[src/rtl/bfifo_pkg.sv]
package bfifo_pkg;

   // Largest storage depth the block supports.
   localparam int unsigned DEPTH_LIMIT = 16;

   // Width of an index into n entries, never below one bit.
   function automatic int unsigned idx_width(input int unsigned n);
      return (n > 1) ? $clog2(n) : 1;
   endfunction

   // Width of a counter holding values 0..n, never below one bit.
   function automatic int unsigned cnt_width(input int unsigned n);
      return (n > 0) ? $clog2(n + 1) : 1;
   endfunction

endpackage

[src/rtl/bfifo_store.sv]
module bfifo_store #(
   parameter int unsigned WIDTH = 9,
   parameter int unsigned DEPTH = 2,
   parameter int unsigned PTR_W = 1
) (
   input  logic             clk,
   input  logic             we,
   input  logic [PTR_W-1:0] waddr,
   input  logic [WIDTH-1:0] wdata,
   input  logic [PTR_W-1:0] raddr,
   output logic [WIDTH-1:0] rdata
);

   logic [WIDTH-1:0] slot_q [DEPTH];

   // One write-enabled register per entry; data storage needs no reset.
   for (genvar i = 0; i < DEPTH; i++) begin : g_slot
      always_ff @(posedge clk) begin
         if (we && (waddr == PTR_W'(i))) begin
            slot_q[i] <= wdata;
         end
      end
   end

   assign rdata = slot_q[raddr];

endmodule

[src/rtl/bfifo_occ_ctrl.sv]
module bfifo_occ_ctrl #(
   parameter int unsigned DEPTH = 2,
   parameter int unsigned PTR_W = 1,
   parameter int unsigned CNT_W = 2
) (
   input  logic             clk,
   input  logic             rst_n,
   input  logic             push,
   input  logic             pop,
   output logic [PTR_W-1:0] wr_ptr,
   output logic [PTR_W-1:0] rd_ptr,
   output logic             empty,
   output logic             full
);

   localparam logic [PTR_W-1:0] LAST_IDX = PTR_W'(DEPTH - 1);
   localparam logic [CNT_W-1:0] CNT_FULL = CNT_W'(DEPTH);

   logic [PTR_W-1:0] wr_q, rd_q;
   logic [CNT_W-1:0] cnt_q;

   function automatic logic [PTR_W-1:0] step(input logic [PTR_W-1:0] p);
      return (p == LAST_IDX) ? '0 : p + PTR_W'(1);
   endfunction

   always_ff @(posedge clk or negedge rst_n) begin
      if (!rst_n) begin
         wr_q  <= '0;
         rd_q  <= '0;
         cnt_q <= '0;
      end else begin
         if (push) begin
            wr_q <= step(wr_q);
         end
         if (pop) begin
            rd_q <= step(rd_q);
         end
         if (push && !pop) begin
            cnt_q <= cnt_q + CNT_W'(1);
         end else if (pop && !push) begin
            cnt_q <= cnt_q - CNT_W'(1);
         end
      end
   end

   assign wr_ptr = wr_q;
   assign rd_ptr = rd_q;
   assign empty  = (cnt_q == '0);
   assign full   = (cnt_q == CNT_FULL);

endmodule

[src/rtl/bypass_fifo.sv]
module bypass_fifo #(
   parameter int unsigned DATA_W = 8,
   parameter int unsigned SIDE_W = 1,
   parameter int unsigned DEPTH  = 2,
   parameter bit          PASS   = 1'b1
) (
   input  logic              clk,
   input  logic              rst_n,
   input  logic              in_valid,
   output logic              in_ready,
   input  logic [DATA_W-1:0] in_data,
   input  logic [SIDE_W-1:0] in_side,
   output logic              out_valid,
   input  logic              out_ready,
   output logic [DATA_W-1:0] out_data,
   output logic [SIDE_W-1:0] out_side
);

   import bfifo_pkg::*;

   localparam int unsigned ENTRY_W = DATA_W + SIDE_W;

   // parameter range checks at elaboration
   if (DEPTH > DEPTH_LIMIT) begin : g_bad_depth
      $error("bypass_fifo: DEPTH above supported limit");
   end
   if ((DEPTH == 0) && !PASS) begin : g_bad_zero
      $error("bypass_fifo: zero depth requires PASS");
   end
   if ((DATA_W == 0) || (SIDE_W == 0)) begin : g_bad_width
      $error("bypass_fifo: word widths must be nonzero");
   end

   logic [ENTRY_W-1:0] entry_in, entry_out;

   assign entry_in              = {in_side, in_data};
   assign {out_side, out_data}  = entry_out;

   if (DEPTH == 0) begin : g_wire
      // no storage, direct connection
      assign out_valid = in_valid;
      assign in_ready  = out_ready;
      assign entry_out = entry_in;
   end else begin : g_buf
      localparam int unsigned PTR_W = idx_width(DEPTH);
      localparam int unsigned CNT_W = cnt_width(DEPTH);

      logic             push, pop, empty, full;
      logic [PTR_W-1:0] wr_ptr, rd_ptr;
      logic [ENTRY_W-1:0] head;

      bfifo_occ_ctrl #(
         .DEPTH (DEPTH),
         .PTR_W (PTR_W),
         .CNT_W (CNT_W)
      ) u_ctrl (
         .clk    (clk),
         .rst_n  (rst_n),
         .push   (push),
         .pop    (pop),
         .wr_ptr (wr_ptr),
         .rd_ptr (rd_ptr),
         .empty  (empty),
         .full   (full)
      );

      bfifo_store #(
         .WIDTH (ENTRY_W),
         .DEPTH (DEPTH),
         .PTR_W (PTR_W)
      ) u_store (
         .clk   (clk),
         .we    (push),
         .waddr (wr_ptr),
         .wdata (entry_in),
         .raddr (rd_ptr),
         .rdata (head)
      );

      if (PASS) begin : g_pass
         logic skip;
         // An empty buffer with a taking consumer lets the item skip storage.
         assign skip      = empty && out_ready;
         assign out_valid = !empty || in_valid;
         assign entry_out = empty ? entry_in : head;
         assign in_ready  = !full || out_ready;
         assign push      = in_valid && in_ready && !skip;
         assign pop       = !empty && out_ready;
      end else begin : g_reg
         assign out_valid = !empty;
         assign entry_out = head;
         assign in_ready  = !full;
         assign push      = in_valid && !full;
         assign pop       = !empty && out_ready;
      end
   end

endmodule

[config.mk]
export PLATFORM = sky130hd
export DESIGN_NAME = bypass_fifo
export DESIGN_NICKNAME = d
export VERILOG_FILES = /design/src/rtl/bfifo_pkg.sv /design/src/rtl/bfifo_store.sv /design/src/rtl/bfifo_occ_ctrl.sv /design/src/rtl/bypass_fifo.sv
export SDC_FILE = /design/constraint.sdc
export NUM_CORES = 1
export LEC_CHECK = 0
export ABC_AREA = 1
export BUFFER_PORTS_ARGS = -buffer_cell sky130_fd_sc_hd__clkbuf_2
export CAP_MARGIN = 15
export CORE_AREA = 2 2 44 46
export CTS_BUF_LIST = sky130_fd_sc_hd__clkbuf_8
export DETAILED_ROUTE_END_ITERATION = 8
export DIE_AREA = 0 0 46 48
export GPL_TIMING_DRIVEN = 0
export MAX_ROUTING_LAYER = met4
export PLACE_DENSITY_LB_ADDON = 0.25
export SKIP_CTS_REPAIR_TIMING = 1
export SYNTH_ARGS = -nofsm -noshare
export SYNTH_HDL_FRONTEND = slang
export SYNTH_SLANG_ARGS = --single-unit
[constraint.sdc]
create_clock -name clk -period 2.9 [get_ports clk]
set_input_delay 0.29 -clock clk [delete_from_list [all_inputs] [get_ports clk]]
set_output_delay 0.29 -clock clk [all_outputs]
set_load 0.03 [all_outputs]
==> results.py, run 1 <==
metrics = {
    "worst_setup_path": {
        "reg2reg_depth": 4,
        "cp.required_ns": 2.61,
        "crit_path_max_fanout": 10,
        "crit_chain": "buf_4 -> clkinv_1 -> nand2_1 -> a21oi_1 -> clkbuf_2",
        "cp.depth": 5,
        "cp_slowest_cell": "dfrtp_1",
        "critPathTopFamily": "buffers and inverters",
        "cp_data_arrival_time_ns": 1.45,
        "startpoint_type": "flop",
        "crit_path_end_kind": "primary output",
        "max_stage_delay_ns": 0.37,
        "critPathBufInv": 3,
        "path_class": "reg2out",
    },
    "placement": {
        "pre_cts_ws_ns": 1.18,
        "numPortBuffers": 23,
        "dpl.hpwl_um": 1230,
        "gp_congestion": 0.853,
    },
    "cells_and_area": {
        "drive_gt1_frac": 0.287,
        "antenna_cells": 0,
        "nets": 130,
        "syn2layout_area_growth_pct": 22.4,
        "fillerInstances": 136,
        "multi_input_area_um2": 285,
        "seqCellArea_um2": 641,
    },
    "synthesis": {
        "synth-compound-area-share": 0.0928,
        "ys_ff_latch": 22,
        "synth_area_leaders": "edfxtp_1, dfrtp_1, a21oi_1, nand2_1, nor2_1",
        "syn_area_um2": 971,
        "ys_seq_area_frac": 0.660,
        "netlist_instances": 87,
        "yosysWarnings": 0,
        "synthAdderAreaFrac": 0.0129,
        "yosys.area_share.simple": 0.170,
        "synth_top_area_cell": "edfxtp_1",
        "synth_top_family_by_area": "simple AND/OR/NAND/NOR gates",
        "syn_avg_cell_area_um2": 11.2,
        "synth_xor_xnor_area_share": 0.0180,
        "yosys-mux-area-fraction": 0,
        "synth_nets": 101,
        "yosysUniqueCellTypes": 18,
        "synth_top_area_share": 0.557,
    },
    "die": {
        "die_area_mm2": 0.00221,
        "die_w_um": 46,
        "rows": 15,
        "initial_core_util": 0.575,
        "die_y_um": 48,
        "core_area_mm2": 0.00169,
        "ios": 24,
    },
    "power_and_ir_drop": {
        "p_sw_frac": 0.435,
        "seqPwrFrac": 0.321,
        "p_switching_uw": 650,
        "irDropWorstVdd_uv": 692,
        "comb_power_share": 0.493,
        "p_per_area_mw_per_mm2": 1260,
        "power.internal_uw": 844,
        "p_leak_uw": 0.000517,
        "total_power_uw": 1490,
        "power_frac_clock": 0.186,
    },
    "timing": {
        "finalCritPeriodShare": 0.601,
        "slew_violations": 0,
        "slew_headroom": 0.472,
        "finalHoldViolCount": 0,
        "fin_skew_ns": 0.000281,
        "rsz0062_at_grt": "no",
        "setup_tns_ns": 0,
        "max_freq_mhz": 574,
        "worst_slew_pin_slew_ns": 0.789,
        "setup_ws_ns": 1.16,
        "setup_viol": 0,
        "fin_crit_ns": 1.74,
    },
    "route": {
        "ant_nets": 0,
        "wl_um": 1820,
        "drt-wirelength-per-cell_um": 13.8,
        "vias_per_cell": 5.36,
        "drc": 0,
        "vias": 707,
        "drt_first_pass_iters": 4,
        "drtIter0Drc": 12,
    },
    "clock_network": {
        "worstSkewPairLatency_ns": 0.25,
        "cts_root_buffer": "clkbuf_8",
        "clkTransAtPathRegs_ns": 0.08,
        "htree_num_levels": 1,
        "cts-buffers-inserted": 3,
        "cts_tree": "done",
        "cts_sinks": 22,
        "clock_path_buffers": 2,
    },
    "status": {
        "outcome": "complete, no violations",
    },
    "global_routing": {
        "grt_pass1_vias": 603,
        "grt_start_max_net_pins": 14,
        "antenna_found_initial": 0,
        "grt_use_total": 0.191,
        "gr-total-overflow": 0,
        "grt_pass1_wl_um": 2700,
    },
    "hold_path": {
        "hold_path_class": "in2reg",
        "min_path_cells": 1,
    },
    "flow_run": {
        "drv_cap": 0,
    },
}
[registers in the layout, summed over array words and instances, names as in the netlist]
signal / flops
g_buf.u_ctrl.cnt_q: 2
g_buf.u_ctrl.rd_ptr: 1
g_buf.u_ctrl.wr_ptr: 1
g_buf.u_store.slot_q: 18
[placed cells by master (no fill, tap or decap)]
cell and count:
dlygate4sd3_1 1, edfxtp_1 18, buf_4 1, nand3_2 2
a21oi_1 18, or2_1 2, inv_1 5, nor2_1 10
nand2_1 17, nand3b_1 1, clkinv_1 1, nor2_4 1
nand4_1 2, dfrtp_1 4, bufinv_16 1, inv_2 1
ha_1 1, xor2_1 1, xnor2_1 1, clkbuf_8 3
buf_6 1, clkbuf_2 23
[synthesized netlist by cell type (all sizes together)]
master and number:
dfrtp 4, nand3b 1, nand3 2, ha 1, nor2 11, nand4 2
edfxtp 18, nand2 17, inv 6, xor2 1, or2 2, xnor2 1
clkinv 1, buf 2, a21oi 18
[final cells by class]
cell class / count / area share
plain buffers: 2 / 0.0158
clock inverters: 1 / 0.0253
inverters: 7 / 0.0221
repair buffers: 24 / 0.105
multi-input cells: 56 / 0.240
well taps: 17 / 0.0179
clock buffers: 3 / 0.0347
flip-flops and latches: 22 / 0.539
[logic make-up after synthesis]
kind of cell / Yosys count
xor gates and xnor gates: 2
and+or+nand+nor: 35
adders and majority gates: 1
DFF: 22
buffers and inverters: 9
AOI/OAI and AO/OA: 18
[stage by stage]
stage                util  hold WS [ns]  instance area (µm²)  std cells
finish              0.704         0.237                 1190        132
global route        0.704         0.237                 1190        132
CTS                 0.698        -0.170                 1180        131
detailed placement  0.656         0.108                 1110        127
global placement    0.656         0.104                 1110        127
floorplan               -      -0.00559                  971         87
[power by group through the flow]
| stage | registers [µW] | clock network (µW) | logic, µW |
|---|---|---|---|
| finish | 480 | 278 | 736 |
| global route | 487 | 292 | 810 |
| CTS | 480 | 281 | 743 |
| detailed placement | 487 | 0 | 739 |
| global placement | 481 | 0 | 723 |
| floorplan | 476 | 0 | 553 |
[final timing paths]
check                                      start                          to  slack (ns)
max                          g_buf.u_ctrl.rd_ptr                 out_data[7]        1.16
min in group asynchronous                  rst_n         g_buf.u_ctrl.wr_ptr        0.37
min                                   in_data[2]  g_buf.u_store.slot_q[1][2]        0.24
min reg2reg                  g_buf.u_ctrl.wr_ptr         g_buf.u_ctrl.wr_ptr        0.48
max reg2reg                g_buf.u_ctrl.cnt_q[0]  g_buf.u_store.slot_q[1][3]        1.16
max in group asynchronous                  rst_n         g_buf.u_ctrl.rd_ptr        2.40
[routing by layer]
metal / vias up / share of wire / track usage
met4: 0 / 0.0082 / 0.103
met5: - / 0 / -
met1: 326 / 0.45 / 0.231
met3: 2 / 0.047 / 0.0226
met2: 22 / 0.49 / 0.311
li1: 357 / - / -
Power figures use the tool's default switching activity.
==> run 2: changes to the inputs <==
--- a/config.mk
+++ b/config.mk
@@ -5,13 +5,13 @@
 export SDC_FILE = /design/constraint.sdc
 export NUM_CORES = 1
 export LEC_CHECK = 0
-export ABC_AREA = 1
+export ABC_AREA = 0
 export BUFFER_PORTS_ARGS = -buffer_cell sky130_fd_sc_hd__clkbuf_2
 export CAP_MARGIN = 15
-export CORE_AREA = 2 2 44 46
+export CORE_AREA = 2 2 49 51
 export CTS_BUF_LIST = sky130_fd_sc_hd__clkbuf_8
 export DETAILED_ROUTE_END_ITERATION = 8
-export DIE_AREA = 0 0 46 48
+export DIE_AREA = 0 0 51 53
 export GPL_TIMING_DRIVEN = 0
 export MAX_ROUTING_LAYER = met4
 export PLACE_DENSITY_LB_ADDON = 0.25
==> constraint.sdc (replaced) <==
create_clock -name clk -period 1.5 [get_ports clk]
set_input_delay 0.15 -clock clk [delete_from_list [all_inputs] [get_ports clk]]
set_output_delay 0.15 -clock clk [all_outputs]
set_load 0.03 [all_outputs]
==> run 2 against run 1 <==
Net effect: the flow now finishes with violations (negative setup slack); flip-flop and latch count stayed put; critical path depth stayed put; sequential share of layout area is 7.3 points lower; utilization is 6.3 points lower; register-to-register slack worse by 1.2 ns; die area is 22% higher; synthesized cell count is 21% lower; final cell count stayed put; clock skew is 0.0020 ns higher; final area is 16% higher; count of clock-buffer cells in the layout stayed put; setup slack worse by 1.3 ns; critical path type unchanged; critical endpoint unchanged; largest cell class unchanged; largest power group unchanged.
==> results.py, run 2 <==
metrics = {
    "clock_network": {
        "worstSkewPairLatency_ns": 0.25,
        "htree_num_levels": 1,
        "clock_path_buffers": 2,
        "cts-buffers-inserted": 3,
        "cts_sinks": 22,
        "clkTransAtPathRegs_ns": 0.08,
        "cts_root_buffer": "clkbuf_8",
        "cts_tree": "done",
    },
    "synthesis": {
        "syn_area_mm2": 0.00101,
        "netlist_instances": 69,
        "ys_seq_area_frac": 0.636,
        "synth-edff-count": 18,
        "yosysUniqueCellTypes": 18,
        "synth_top_area_cell": "edfxtp_1",
        "ys_top_cells_by_count": "edfxtp_1, nor2_1, a21oi_2, mux2i_1",
        "synth_area_leaders": "edfxtp_1, dfrtp_1, mux2i_1, a21oi_2, nor2_1",
        "synth_top_area_share": 0.537,
        "synth_top_flop_cell": "edfxtp_1",
        "yosysWarnings": 0,
        "syn_avg_cell_area_um2": 14.6,
        "synth_nets": 83,
        "async_flop_share": 0.182,
        "ys_ff_latch": 22,
        "yosysMostFrequentCell": "edfxtp_1",
    },
    "route": {
        "drt-wirelength-per-cell_um": 14.1,
        "drt_first_pass_iters": 4,
        "vias_per_cell": 4.90,
        "vias": 647,
        "drtIter0Drc": 10,
        "ant_nets": 0,
        "wl_um": 1860,
        "drc": 0,
    },
    "global_routing": {
        "grt_use_met1": 0.146,
        "grt_start_max_net_pins": 14,
        "met2_usage": 0.216,
        "gr-total-overflow": 0,
        "grt_pass1_vias": 528,
        "grt_busiest_layer": "met2",
        "grt_pass1_wl_um": 2370,
        "antenna_found_initial": 0,
        "grt_use_total": 0.127,
        "use_met3": 0.0254,
    },
    "timing": {
        "rsz0062_at_grt": "yes",
        "finalCritPeriodShare": 1.12,
        "slew_headroom": 0.769,
        "fin_crit_ns": 1.68,
        "fin_skew_ns": 0.00225,
        "finalHoldViolCount": 0,
        "max_freq_mhz": 594,
        "slew_violations": 0,
        "setup_viol": 12,
        "setup_ws_ns": -0.185,
        "worst_slew_pin_slew_ns": 0.347,
    },
    "cells_and_area": {
        "nets": 119,
        "final_common_cell": "edfxtp_1",
        "multi_input_area_um2": 363,
        "largest_register_ffs": 18,
        "seqCellArea_um2": 642,
        "top_regs": "g_buf.u_store.slot_q: 18 flops, g_buf.u_ctrl.cnt_q: 2 flops",
        "largest-register": "g_buf.u_store.slot_q",
        "syn2layout_area_growth_pct": 36.6,
        "final_cell_mix": "edfxtp_1, clkbuf_2, buf_6",
        "antenna_cells": 0,
        "drive_gt1_frac": 0.519,
        "fillerInstances": 163,
        "stdcell_area_mm2": 0.00138,
    },
    "worst_setup_path": {
        "crit_path_end_kind": "primary output",
        "cpMostUsedCell": "buf_6",
        "critPathTopFamily": "buffers and inverters",
        "cp_slowest_cell": "dfrtp_2",
        "critPathBufInv": 3,
        "cp.required_ns": 1.35,
        "startpoint_type": "flop",
        "crit_path_max_fanout": 10,
        "r2r_setup_slack_ns": -0.06,
        "max_stage_delay_ns": 0.44,
        "cp_data_arrival_time_ns": 1.53,
        "path_class": "reg2out",
        "crit_chain": "or2_1 -> buf_6 -> buf_12 -> a21oi_2 -> buf_6",
    },
    "placement": {
        "dpl.hpwl_um": 1130,
        "gp_congestion": 0.775,
        "numPortBuffers": 23,
        "placed_cell_area_mm2": 0.00116,
        "pre_cts_ws_ns": -0.236,
    },
    "flow_run": {
        "drv_cap": 0,
    },
    "power_and_ir_drop": {
        "irDropWorstVdd_uv": 1300,
        "p_leak_uw": 0.000556,
        "p_per_area_mw_per_mm2": 2430,
    },
    "hold_path": {
        "hold_path_class": "in2reg",
    },
    "die": {
        "rows": 17,
        "core_area_mm2": 0.00215,
        "ios": 24,
        "die_w_um": 51,
        "die_y_um": 53,
        "initial_core_util": 0.469,
        "die_area_mm2": 0.00270,
    },
    "status": {
        "failed_checks": "negative setup slack",
        "outcome": "finished, violations left",
    },
}
==> run 2: cell count changes after synthesis, sizes merged, moves of 2 or more <==
cell | previous run | this run
nand3 | 2 | 0
nand4 | 2 | 0
xnor2 | 1 | 4
a21oi | 18 | 9
nand2 | 17 | 1
mux2i | 0 | 9
inv | 6 | 2
==> run 2: power by group <==
part / total [µW] / internal [µW] / switching [µW]
combinational: 1860 / 832 / 1030
sequential: 954 / 857 / 97.0
clock: 532 / 356 / 176
total: 3350 / 2050 / 1300
==> run 2: area by class of cell <==
type | instances | share of cell area
repair buffers | 29 | 0.161
clock buffers | 3 | 0.0300
well taps | 28 | 0.0255
flip-flops and latches | 22 | 0.466
inverters | 2 | 0.00545
multi-input cells | 44 | 0.264
clock inverters | 1 | 0.0218
plain buffers | 3 | 0.0264
==> run 2: worst reg2reg max path, stage by stage, from the launching register on <==
cell	delay, ns
dfrtp_2	0.44
or2_1	0.24
buf_6	0.15
nand2_2	0.10
ha_4	0.13
xor2_1	0.17
nor2_1	0.08
xor2_1	0.14
==> run 2: worst paths after layout <==
path	from	endpoint	cells after the start
worst max-delay path	g_buf.u_ctrl.cnt_q[0]	out_data[7]	5
worst min-delay path	in_data[0]	g_buf.u_store.slot_q[1][0]	1
worst max register to register	g_buf.u_ctrl.cnt_q[0]	g_buf.u_ctrl.cnt_q[1]	7
worst min register to register	g_buf.u_ctrl.cnt_q[1]	g_buf.u_ctrl.cnt_q[1]	1
max in group asynchronous	rst_n	g_buf.u_ctrl.cnt_q[0]	2
min in group asynchronous	rst_n	g_buf.u_ctrl.cnt_q[1]	2
==> run 2: cells by family (layout without fill, tap and decap cells) <==
family / after synthesis / after routing / share of synthesized area
flops: 22 / 22 / 0.636
buf+inv: 5 / 38 / 0.0435
fa+ha+maj: 1 / 1 / 0.0124
xor+xnor: 6 / 6 / 0.0522
compound gates: 10 / 10 / 0.0870
simple gates: 16 / 18 / 0.0795
mux: 9 / 9 / 0.0894
==> run 2: per-stage QoR <==
| stage | power [µW] | utilization | std cells | setup TNS, ns | hold WS (ns) |
|---|---|---|---|---|---|
| final | 3350 | 0.641 | 132 | -1.56 | 0.101 |
| after global routing | 3500 | 0.641 | 132 | -2.12 | 0.0944 |
| after CTS | 2950 | 0.572 | 124 | -6.66 | -0.311 |
| after detailed placement | 2420 | 0.539 | 120 | -4.17 | -0.0350 |
| after global placement | 2400 | 0.539 | 120 | -4.06 | -0.0386 |
| after floorplan | 2090 | - | 69 | 0 | -0.146 |
==> run 2: metal layers <==
| layer | up-vias | wire length, µm |
|---|---|---|
| met2 | 11 | 1020 |
| li1 | 320 | - |
| met3 | 2 | 47 |
| met4 | 0 | 8 |
| met1 | 314 | 787 |
| met5 | - | 0 |
